$ cat src/rtl/rrs_pkg.sv
package rrs_pkg;

   typedef enum logic [2:0] {
      ST_POR  = 3'd0,
      ST_PWRT = 3'd1,
      ST_OST  = 3'd2,
      ST_PLL  = 3'd3,
      ST_HOLD = 3'd4,
      ST_RUN  = 3'd5
   } seq_state_e;

   typedef enum logic [2:0] {
      OSC_LPX   = 3'd0,
      OSC_XTAL  = 3'd1,
      OSC_HSX   = 3'd2,
      OSC_HSPLL = 3'd3,
      OSC_EXT   = 3'd4,
      OSC_RC    = 3'd5,
      OSC_INT   = 3'd6,
      OSC_INTCO = 3'd7
   } osc_mode_e;

endpackage

$ cat src/rtl/rrs_mode_decode.sv
module rrs_mode_decode
   import rrs_pkg::*;
(
   input  logic [2:0] mode_i,
   output logic       need_ost_o,
   output logic       need_pll_o
);

   always_comb begin
      need_ost_o = 1'b0;
      need_pll_o = 1'b0;
      case (osc_mode_e'(mode_i))
         OSC_LPX, OSC_XTAL, OSC_HSX: need_ost_o = 1'b1;
         OSC_HSPLL: begin
            need_ost_o = 1'b1;
            need_pll_o = 1'b1;
         end
         default: ;
      endcase
   end

endmodule

$ cat src/rtl/rrs_tick_counter.sv
module rrs_tick_counter #(
   parameter int LIMIT = 2048
) (
   input  logic clk,
   input  logic clr_i,
   input  logic run_i,
   input  logic tick_i,
   output logic done_o
);

   if (LIMIT < 1) begin : g_bad_limit
      $error("rrs_tick_counter: LIMIT must be at least 1");
   end

   if (LIMIT == 1) begin : g_single
      assign done_o = run_i & tick_i;
   end else begin : g_count
      localparam int W = $clog2(LIMIT);
      localparam logic [W-1:0] LAST = W'(LIMIT - 1);

      logic [W-1:0] cnt;

      always_ff @(posedge clk) begin
         if (clr_i || !run_i)
            cnt <= '0;
         else if (tick_i)
            cnt <= cnt + 1'b1;
      end

      assign done_o = run_i & tick_i & (cnt == LAST);


      no_overflow_chk: assert property (@(posedge clk) disable iff (clr_i)
         run_i |-> (cnt <= LAST));
   end

endmodule

$ cat src/rtl/reset_release_seq.sv
module reset_release_seq
   import rrs_pkg::*;
#(
   parameter int PWRT_TICKS = 2048,
   parameter int OST_CYCLES = 1024,
   parameter int PLL_TICKS  = 63
) (
   input  logic       clk,
   input  logic       por_i,
   input  logic       ext_rst_n_i,
   input  logic       wake_i,
   input  logic       pwrt_dis_i,
   input  logic [2:0] osc_mode_i,
   input  logic       slow_tick_i,
   input  logic       osc_tick_i,
   output logic       core_rst_o,
   output logic       pwrt_act_o,
   output logic       ost_act_o,
   output logic       pll_act_o,
   output logic       pin_hold_o
);

   if (PWRT_TICKS < 1 || OST_CYCLES < 1 || PLL_TICKS < 1) begin : g_bad_cfg
      $error("reset_release_seq: every terminal count must be at least 1");
   end

   seq_state_e state, nxt;
   logic need_ost, need_pll;
   logic pwrt_done, ost_done, pll_done;

   rrs_mode_decode u_dec (
      .mode_i     (osc_mode_i),
      .need_ost_o (need_ost),
      .need_pll_o (need_pll)
   );

   rrs_tick_counter #(.LIMIT(PWRT_TICKS)) u_pwrt_cnt (
      .clk    (clk),
      .clr_i  (por_i),
      .run_i  (state == ST_PWRT),
      .tick_i (slow_tick_i),
      .done_o (pwrt_done)
   );

   rrs_tick_counter #(.LIMIT(OST_CYCLES)) u_ost_cnt (
      .clk    (clk),
      .clr_i  (por_i),
      .run_i  (state == ST_OST),
      .tick_i (osc_tick_i),
      .done_o (ost_done)
   );

   rrs_tick_counter #(.LIMIT(PLL_TICKS)) u_pll_cnt (
      .clk    (clk),
      .clr_i  (por_i),
      .run_i  (state == ST_PLL),
      .tick_i (slow_tick_i),
      .done_o (pll_done)
   );

   always_comb begin
      nxt = state;
      case (state)
         ST_POR: begin
            if (!pwrt_dis_i)  nxt = ST_PWRT;
            else if (need_ost) nxt = ST_OST;
            else               nxt = ST_HOLD;
         end
         ST_PWRT: if (pwrt_done) nxt = need_ost ? ST_OST : ST_HOLD;
         ST_OST:  if (ost_done)  nxt = need_pll ? ST_PLL : ST_HOLD;
         ST_PLL:  if (pll_done)  nxt = ST_HOLD;
         ST_HOLD: begin
            if (wake_i && need_ost) nxt = ST_OST;
            else if (ext_rst_n_i)   nxt = ST_RUN;
         end
         ST_RUN: begin
            if (wake_i && need_ost) nxt = ST_OST;
            else if (!ext_rst_n_i)  nxt = ST_HOLD;
         end
         default: nxt = ST_POR;
      endcase
   end

   always_ff @(posedge clk) begin
      if (por_i) state <= ST_POR;
      else       state <= nxt;
   end

   assign core_rst_o = (state != ST_RUN);
   assign pwrt_act_o = (state == ST_PWRT);
   assign ost_act_o  = (state == ST_OST);
   assign pll_act_o  = (state == ST_PLL);
   assign pin_hold_o = (state == ST_HOLD);


   pwrt_skip_chk: assert property (@(posedge clk) disable iff (por_i)
      (state == ST_POR && pwrt_dis_i) |=> !pwrt_act_o);


   pll_entry_chk: assert property (@(posedge clk) disable iff (por_i)
      $rose(pll_act_o) |-> $past(ost_act_o));


   wake_no_pwrt_chk: assert property (@(posedge clk) disable iff (por_i)
      (state == ST_RUN && wake_i) |=> !pwrt_act_o);


   release_pin_chk: assert property (@(posedge clk) disable iff (por_i)
      $fell(core_rst_o) |-> $past(ext_rst_n_i));


   pin_reassert_chk: assert property (@(posedge clk) disable iff (por_i)
      (state == ST_RUN && !ext_rst_n_i && !wake_i) |=> (core_rst_o && pin_hold_o));


   one_phase_chk: assert property (@(posedge clk) disable iff (por_i)
      $countones({pwrt_act_o, ost_act_o, pll_act_o, pin_hold_o, !core_rst_o}) <= 1);

endmodule

$ cat config.mk
export PLATFORM = sky130hd
export DESIGN_NAME = reset_release_seq
export DESIGN_NICKNAME = d
export VERILOG_FILES = /design/src/rtl/rrs_pkg.sv /design/src/rtl/rrs_mode_decode.sv /design/src/rtl/rrs_tick_counter.sv /design/src/rtl/reset_release_seq.sv
export SDC_FILE = /design/constraint.sdc
export NUM_CORES = 1
export LEC_CHECK = 0
export BUFFER_PORTS_ARGS = -buffer_cell sky130_fd_sc_hd__buf_4
export CAP_MARGIN = 0
export CORE_MARGIN = 10
export CORE_UTILIZATION = 51
export CTS_CLUSTER_DIAMETER = 60
export DETAILED_ROUTE_END_ITERATION = 8
export PLACE_DENSITY_LB_ADDON = 0.3
export SYNTH_ARGS = -nofsm -noshare
export SYNTH_HDL_FRONTEND = slang
export SYNTH_SLANG_ARGS = --single-unit
$ cat constraint.sdc
create_clock -name clk -period 1.7 [get_ports clk]
set_clock_uncertainty 0.15 [all_clocks]
set_input_delay 0.17 -clock clk [delete_from_list [all_inputs] [get_ports clk]]
set_output_delay 0.17 -clock clk [all_outputs]
set_load 0.03 [all_outputs]
# After elaboration in Yosys (flattened, before gate mapping)
# Cells that the tools add are included.
# classes
n_addsub	3
n_eq_ne	17
n_mux	13
bitwise_logic	6
reduce_logical	11
# op_table
op	n
2-to-1 mux 3 bit	10
case mux 3 bit (6 select lines)	1
== test 3 x 2 -> 1 bit (second input constant)	4
adder 11 x 1 -> 11 bit (second input constant)	1
== test 11 bit (second input constant)	1
adder 10 x 1 -> 10 bit (second input constant)	1
== test 10 bit (second input constant)	1
adder 6 x 1 -> 6 bit (second input constant)	1
bitwise AND 1 bit	6
== test 3 x 1 -> 1 bit (second input constant)	2
== test 3 bit (second input constant)	2
== test 6 bit (second input constant)	1
zero test 3 bit	2
inequality test 2 bit (second input constant)	3
inequality test 3 bit (second input constant)	2
AND reduction 5 bit	1
OR reduction 4 bit	1
zero test 1 bit	3
logical OR 1 bit	3
inequality test 3 x 2 -> 1 bit (second input constant)	1
2-to-1 mux 1 bit	2
logical AND 1 bit	1
# word_totals
reg_bits	30
input_bits	10
elab_cells	54

# Depth between registers and ports, before layout
# Gate-level depths: netlist of the first run.
# depth
word_depth	6
depth_mapped	7
depth_no_buf	7

# By module
# A second synthesis of the first run with hierarchy kept.
# hier_totals
cells_unflattened	184
area_unflattened_um2	1621.6
# modules_own_cells
mod	n_inst	cells_each	area_per_inst_um2	seq_area_each_um2
rrs_tick_counter at u_pwrt_cnt	1	59	528.0	220.2
rrs_tick_counter at u_ost_cnt	1	53	476.7	200.2
reset_release_seq	1	39	332.8	60.1
rrs_tick_counter at u_pll_cnt	1	31	271.5	120.1
rrs_mode_decode	1	2	12.5	0.0

# Worst setup path before layout of the first run
# No wires, ideal clock.
# synth_path
path_type	register to register
from	reg u_ost_cnt.g_count.cnt[0]
to	reg state[1]
setup_ps	91
arrival_time_ps	1457
required_time_ps	1459
slack_ps	2
path_stages_with_launch	7
n_path_buf	0
period_less_slack_ps	1698
cell_sequence	dfxtp_1 > ha_1 > and4_4 > nand4_4 > a221oi_4 > a21oi_1 > a311oi_1
# synth_via
elab_chain_cells	4
# synth_rtl
item	line_no	text
start, declared	rrs_tick_counter.sv:21	logic [W-1:0] cnt;
start signal, assigned	rrs_tick_counter.sv:27	cnt <= cnt + 1'b1;
== test 10 bit	rrs_tick_counter.sv:30	assign done_o = run_i & tick_i & (cnt == LAST);
bitwise AND 1 bit	rrs_tick_counter.sv:30	
inequality test 2 bit (no source line)	-	
AND reduction 5 bit (no source line)	-	
end signal, assigned	reset_release_seq.sv:86	else state <= nxt;
end, declared	reset_release_seq.sv:27	seq_state_e state, nxt;
# No other way between the ends.
# A chain may end at the register's enable or synchronous reset.

# Worst setup path in the final report of the first run
# layout_path
from	reg u_pll_cnt.g_count.cnt[0]
to	reg state[0]
# layout_via
elab_chain_cells	4
# layout_rtl
item	line_no
start, declared	rrs_tick_counter.sv:21
start signal, assigned	rrs_tick_counter.sv:27
== test 6 bit	rrs_tick_counter.sv:30
bitwise AND 1 bit	rrs_tick_counter.sv:30
inequality test 2 bit (no source line)	-
AND reduction 5 bit (no source line)	-
# No other way between the ends.

==> impl_metrics.json, run 1 <==
{
  "cp-start-kind": "flop",
  "vias": 1246,
  "dr.pass1.iters": 4,
  "path_cells": "inv_2, ha_4, nand4_1, or2_4, a221oi_4, nor4b_2, a31o_1",
  "vias_per_cell": 5.35,
  "clockBufferDepth": 2,
  "mostFrequentLayoutCells": "32 x nor2_1, 29 x buf_4, 23 x dfxtp_1, 14 x nand2_1, 14 x xor2_1",
  "worst_pin_slew_ps": 365,
  "grt_pass1_wl_um": 5400,
  "fill_cells": 186,
  "post_drt_wl_per_cell_um": 13.7,
  "cts.reportedPaths.clkPinSlew_ps": 90,
  "drive_gt1_share_pct": 31.2,
  "syn_area_mm2": 0.00146,
  "root_buffer": "clkbuf_4",
  "dp.cells": 222,
  "clock-sinks": 30,
  "core_area_mm2": 0.00273,
  "total_power_mw": 2.13,
  "synth_ff_type": "dfxtp_1",
  "syn_nets": 179,
  "power_leakage_nw": 0.734,
  "yosysTopAreaCell": "dfxtp_1",
  "numCtsBuffers": 5,
  "slew_headroom_pct": 75.4,
  "num_rows": 19,
  "finalCriticalPeriod_ps": 1800,
  "cp-end-kind": "flop",
  "final-setup-viol-count": 3,
  "dp_slack_ps": -106,
  "synthTopCellsByArea": "dfxtp_1 41%, nor2_1 8.5%, xor2_1 8.4%",
  "syn_to_final_growth_pct": 30.4,
  "drt_iter0_markers": 96,
  "drt-total-wl_um": 3200,
  "drc": 0,
  "failed_checks": "setup timing",
  "power.density_mw_per_mm2": 1120,
  "die_width_um": 73.5,
  "cts-htree-levels": 2,
  "finalNonFillerCells": 233,
  "initial_core_util_pct": 53.3,
  "synth.ff_latch_count": 30,
  "cp.arrival_ps": 1910,
  "final_common_cell": "nor2_1",
  "die_area_mm2": 0.00540,
  "hpwl_um": 2280,
  "seq_area_frac_synth_pct": 41.2,
  "pin_count": 15,
  "fmax_ghz": 0.557,
  "grt.overflow.total": 0,
  "async_flop_share_pct": 0,
  "place.gp.congestion": 0.805,
  "maxCapViolations": 0,
  "io_buffers": 14,
  "timing.final.ws_setup_ps": -95.9,
  "rsz0062_at_grt": "true",
  "cp.required_ps": 1810,
  "hold_violations": 0,
  "maxSlewViolCount": 0,
  "first_global_vias": 1219,
  "grt_max_degree": 14,
  "cp_max_fo": 4,
  "slowest_delay_ps": 350,
  "post-route-period-util_pct": 106,
  "ant_nets": 0,
  "ys_types": 34,
  "synth_top_area_share_pct": 41.2,
  "grtUsageTotal_pct": 12.3,
  "cpMaxStageDelayCell": "a221oi_4",
  "vdd_drop_max_uv": 985,
  "cts_tree": "yes",
  "stdcell_area_mm2": 0.00190,
  "grt_antenna_before_repair": 0,
  "clk_latency_ps": 320,
  "antenna_cells": 0,
  "status": "complete, but fails checks",
  "crit_type": "reg2reg",
  "hp-class": "in2reg",
  "post_dp_cell_area_mm2": 0.00170,
  "synth_warnings": 0,
  "layout.nets": 215,
  "syn_inst": 165,
  "syn_area_per_cell_um2": 8.83,
  "synth_edf_count": 0,
  "dieHeight_um": 73.5
}
==> layer usage <==
layer / global-route usage, % / routed length [um] / vias to the layer above
met3: 5.52 / 218 / 8
met5: 0 / 0 / -
li1: - / - / 629
met4: 5.18 / 65 / 0
met1: 15.4 / 1390 / 575
met2: 17.8 / 1520 / 34
==> logic make-up (layout without fill, tap and decap cells) <==
group                      Yosys count  count (layout)  synth area share [%]
and+or+nand+nor                     81              81                  28.9
DFF                                 30              30                  41.2
AOI/OAI and AO/OA                   15              15                  8.07
buffers and inverters                9              46                  2.57
muxes                                2               2                  1.37
xor gates and xnor gates            24              24                  14.4
adders and majority gates            4               4                  3.43
==> final timing paths <==
kind,endpoint,start,slack (ps),cells past startpoint
max,state[0],u_pll_cnt.g_count.cnt[0],-100,7
min,u_pll_cnt.g_count.cnt[1],slow_tick_i,20,2
max reg2reg,state[0],u_pll_cnt.g_count.cnt[0],-100,7
min reg2reg,u_ost_cnt.g_count.cnt[6],u_ost_cnt.g_count.cnt[6],370,2
==> per-stage QoR <==
step	utilization (%)	hold WS (ps)	setup TNS (ps)
floorplan	-	92.1	0
global placement	62.3	216	0
detailed placement	62.3	226	-150
CTS	66.0	19.3	-91.4
global route	69.5	26.1	-512
finish	69.5	20.2	-207
==> area by class of cell <==
| cell class | count | area [um^2] | area share, % |
|---|---|---|---|
| clock buffer | 8 | 78.8 | 4.15 |
| timing repair buffer | 33 | 260 | 13.7 |
| multi-input combinational | 126 | 892 | 46.9 |
| inverter | 5 | 18.8 | 0.987 |
| sequential | 30 | 612 | 32.2 |
| tap | 31 | 38.8 | 2.04 |
==> synthesized netlist by cell type, types with 2 or more instances <==
library cell   n
inv_1          5
and3_1         4
mux2i_1        2
dfxtp_1       30
or3_1          2
a211oi_1       2
xor2_1        14
xnor2_1       10
o21ai_0        2
nor2_1        33
nor3_1         3
ha_1           4
nand2_1       14
buf_2          3
nand3_1        4
a21oi_1        4
nand3b_1       2
nand4_1        8
nor2b_1        4
==> where the power goes <==
| group | switching (mW) | leakage [nW] | internal (mW) |
|---|---|---|---|
| Clock | 0.232 | 0.0446 | 0.282 |
| Sequential | 0.0755 | 0.246 | 0.748 |
| Combinational | 0.409 | 0.444 | 0.385 |
| Total | 0.717 | 0.734 | 1.42 |
==> repair_timing <==
item	4_1_cts	5_1_grt
hold endpoints to repair	4	0
pin swaps	3	7
buffers inserted	0	1
hold buffers	2	0
endpoints found under the setup margin	4	6
cloned	0	0
resized for setup	2	24
==> flip-flops by register name (all words and copies together) (netlist names) <==
name / count
u_pwrt_cnt.g_count.cnt: 11
u_ost_cnt.g_count.cnt: 10
u_pll_cnt.g_count.cnt: 6
state: 3
==> worst max-delay path: cells and delay by family (launching register included) <==
kind | cells | cell delay [ps]
buffers and inverters | 1 | 60
flip-flops | 1 | 330
AO/OA/AOI/OAI | 2 | 480
adder cells (fa/ha/maj) | 1 | 110
AND/OR/NAND/NOR | 3 | 610
Power figures use the tool's default switching activity.
==> inputs of run 2 (changes only) <==
- PLACE_DENSITY: not set -> 0.75
- PLACE_DENSITY_LB_ADDON: 0.3 -> not set
- SETUP_SLACK_MARGIN: not set -> 0.02
==> impl_metrics.json, run 2 (synthesis results as in run 1) <==
{
  "numCtsBuffers": 5,
  "clock-sinks": 30,
  "wl_met2_um": 1580,
  "drc": 0,
  "grt.overflow.total": 0,
  "top_layer": "met4",
  "top_register": "u_pwrt_cnt.g_count.cnt",
  "layout.nets": 217,
  "fmax_ghz": 0.580,
  "vias_per_cell": 5.17,
  "io_buffers": 14,
  "wirelength_met1_um": 1260,
  "combPwrFrac_pct": 33.0,
  "final-setup-viol-count": 2,
  "dieHeight_um": 73.5,
  "largest_registers": "u_pwrt_cnt.g_count.cnt x11, u_ost_cnt.g_count.cnt x10, u_pll_cnt.g_count.cnt x6",
  "die_area_mm2": 0.00540,
  "place.gp.congestion": 0.819,
  "drive_gt1_share_pct": 30.9,
  "r2r-end": "state[0]",
  "wl_met3_um": 100,
  "finalCriticalPeriod_ps": 1720,
  "crit_type": "reg2reg",
  "power_switching_mw": 0.656,
  "cts_tree": "yes",
  "syn_to_final_growth_pct": 28.3,
  "maxCapViolations": 0,
  "grt_max_degree": 12,
  "die_width_um": 73.5,
  "cp-start-kind": "flop",
  "cp-end-kind": "flop",
  "timing.final.ws_setup_ps": -22.8,
  "hold_violations": 0,
  "swShare_pct": 32.7,
  "cts-htree-levels": 2,
  "final_common_cell": "buf_4",
  "root_buffer": "clkbuf_4",
  "pin_count": 15,
  "largest_register_ffs": 11,
  "reg2reg_depth": 6,
  "grtUsageTotal_pct": 11.7,
  "mostFrequentLayoutCells": "33 x buf_4, 32 x nor2_1, 21 x dfxtp_1, 14 x nand2_1, 14 x xor2_1",
  "vdd_drop_max_uv": 888,
  "grt_antenna_before_repair": 0,
  "fin_tns_setup_ps": -44.8,
  "clkPwrFrac_pct": 25.9,
  "num_rows": 19,
  "drt-total-wl_um": 2990,
  "cp_max_fo": 5,
  "whs_endpoint": "u_ost_cnt.g_count.cnt[2]",
  "rsz0062_at_grt": "true",
  "initial_core_util_pct": 53.3,
  "r2r_setup_slack_ps": -20,
  "cp.required_ps": 1830,
  "worst_pin_slew_ps": 347,
  "hpwl_um": 2300,
  "slew_headroom_pct": 76.8,
  "clockBufferDepth": 2,
  "holdCritStartpoint": "osc_tick_i",
  "status": "complete, but fails checks",
  "power.density_mw_per_mm2": 1070,
  "hold_depth": 4,
  "post_drt_wl_per_cell_um": 12.7,
  "power_leakage_nw": 0.744,
  "clk_latency_ps": 330,
  "core_area_mm2": 0.00273,
  "post-route-period-util_pct": 101,
  "antenna_cells": 0,
  "vias": 1215,
  "total_power_mw": 2.01,
  "p_int_mw": 1.35,
  "reg2reg_from": "u_ost_cnt.g_count.cnt[1]",
  "maxSlewViolCount": 0,
  "cp.arrival_ps": 1850,
  "failed_checks": "setup timing",
  "first_global_vias": 1195,
  "drt_iter0_markers": 53,
  "pwr-share-seq_pct": 41.0,
  "cts.reportedPaths.clkPinSlew_ps": 90,
  "hp-class": "in2reg",
  "grt_pass1_wl_um": 5010,
  "ant_nets": 0,
  "dr.pass1.iters": 4
}
==> run 2: cell types whose count changed in the layout (fill, tap and decap cells not counted), sizes merged <==
cell,before,now
buf,31,33
==> run 2: power groups by stage <==
stage	clock network [mW]	registers [mW]	logic [mW]
final	0.520	0.824	0.663
after global routing	0.569	0.831	0.719
after CTS	0.539	0.812	0.639
after detailed placement	0	0.826	0.613
after global placement	0	0.823	0.592
after floorplan	0	0.785	0.443
==> run 2: worst max path at each step <==
stage	startpoint	end	slack [ps]
after CTS	u_pll_cnt.g_count.cnt[0]	state[0]	-10
after global routing	u_pll_cnt.g_count.cnt[0]	state[0]	-120
after floorplan	u_ost_cnt.g_count.cnt[0]	state[0]	20
final	u_ost_cnt.g_count.cnt[1]	state[0]	-20
after global placement	u_ost_cnt.g_count.cnt[1]	state[0]	20
after detailed placement	u_ost_cnt.g_count.cnt[1]	state[1]	-30
==> run 2: routing by layer <==
| metal | GRT usage, % | vias up |
|---|---|---|
| li1 | - | 636 |
| met1 | 11.8 | 558 |
| met2 | 20.5 | 15 |
| met3 | 4.98 | 6 |
| met4 | 4.97 | 0 |
| met5 | 0 | - |
==> run 2: timing repair <==
item / 4_1_cts / 5_1_grt
pin swaps: 2 / 2
endpoints found under the hold margin: 4 / 0
endpoints found under the setup margin: 5 / 15
hold buffers: 2 / 0
buffers inserted: 2 / 3
resized for setup: 3 / 6
==> run 2: final cells by class <==
type / instances / area (um^2)
Sequential cell: 30 / 612
Timing Repair Buffer: 35 / 268
Multi-Input combinational cell: 126 / 855
Clock buffer: 8 / 78.8
Tap cell: 31 / 38.8
Inverter: 5 / 18.8
Fill cell: 204 / 863
==> run 2: worst max-delay path, stage by stage (launching register included) <==
cell and delay [ps]:
dfxtp_2 340, ha_2 170, and4_4 220, nand4_4 100, a221oi_4 320, nor4b_2 250
a31o_1 120
==> run 2: stage by stage <==
step / hold WS [ps] / worst slack (ps) / std cells / util (%) / cell area (um^2)
final: 42.6 / -22.8 / 235 / 68.4 / 1870
after global routing: 81.3 / -120 / 235 / 68.4 / 1870
after CTS: 35.3 / -12.3 / 232 / 67.1 / 1840
after detailed placement: 232 / -32.4 / 220 / 62.7 / 1710
after global placement: 222 / 19.8 / 220 / 62.7 / 1710
after floorplan: 92.4 / 22.0 / 165 / - / 1480
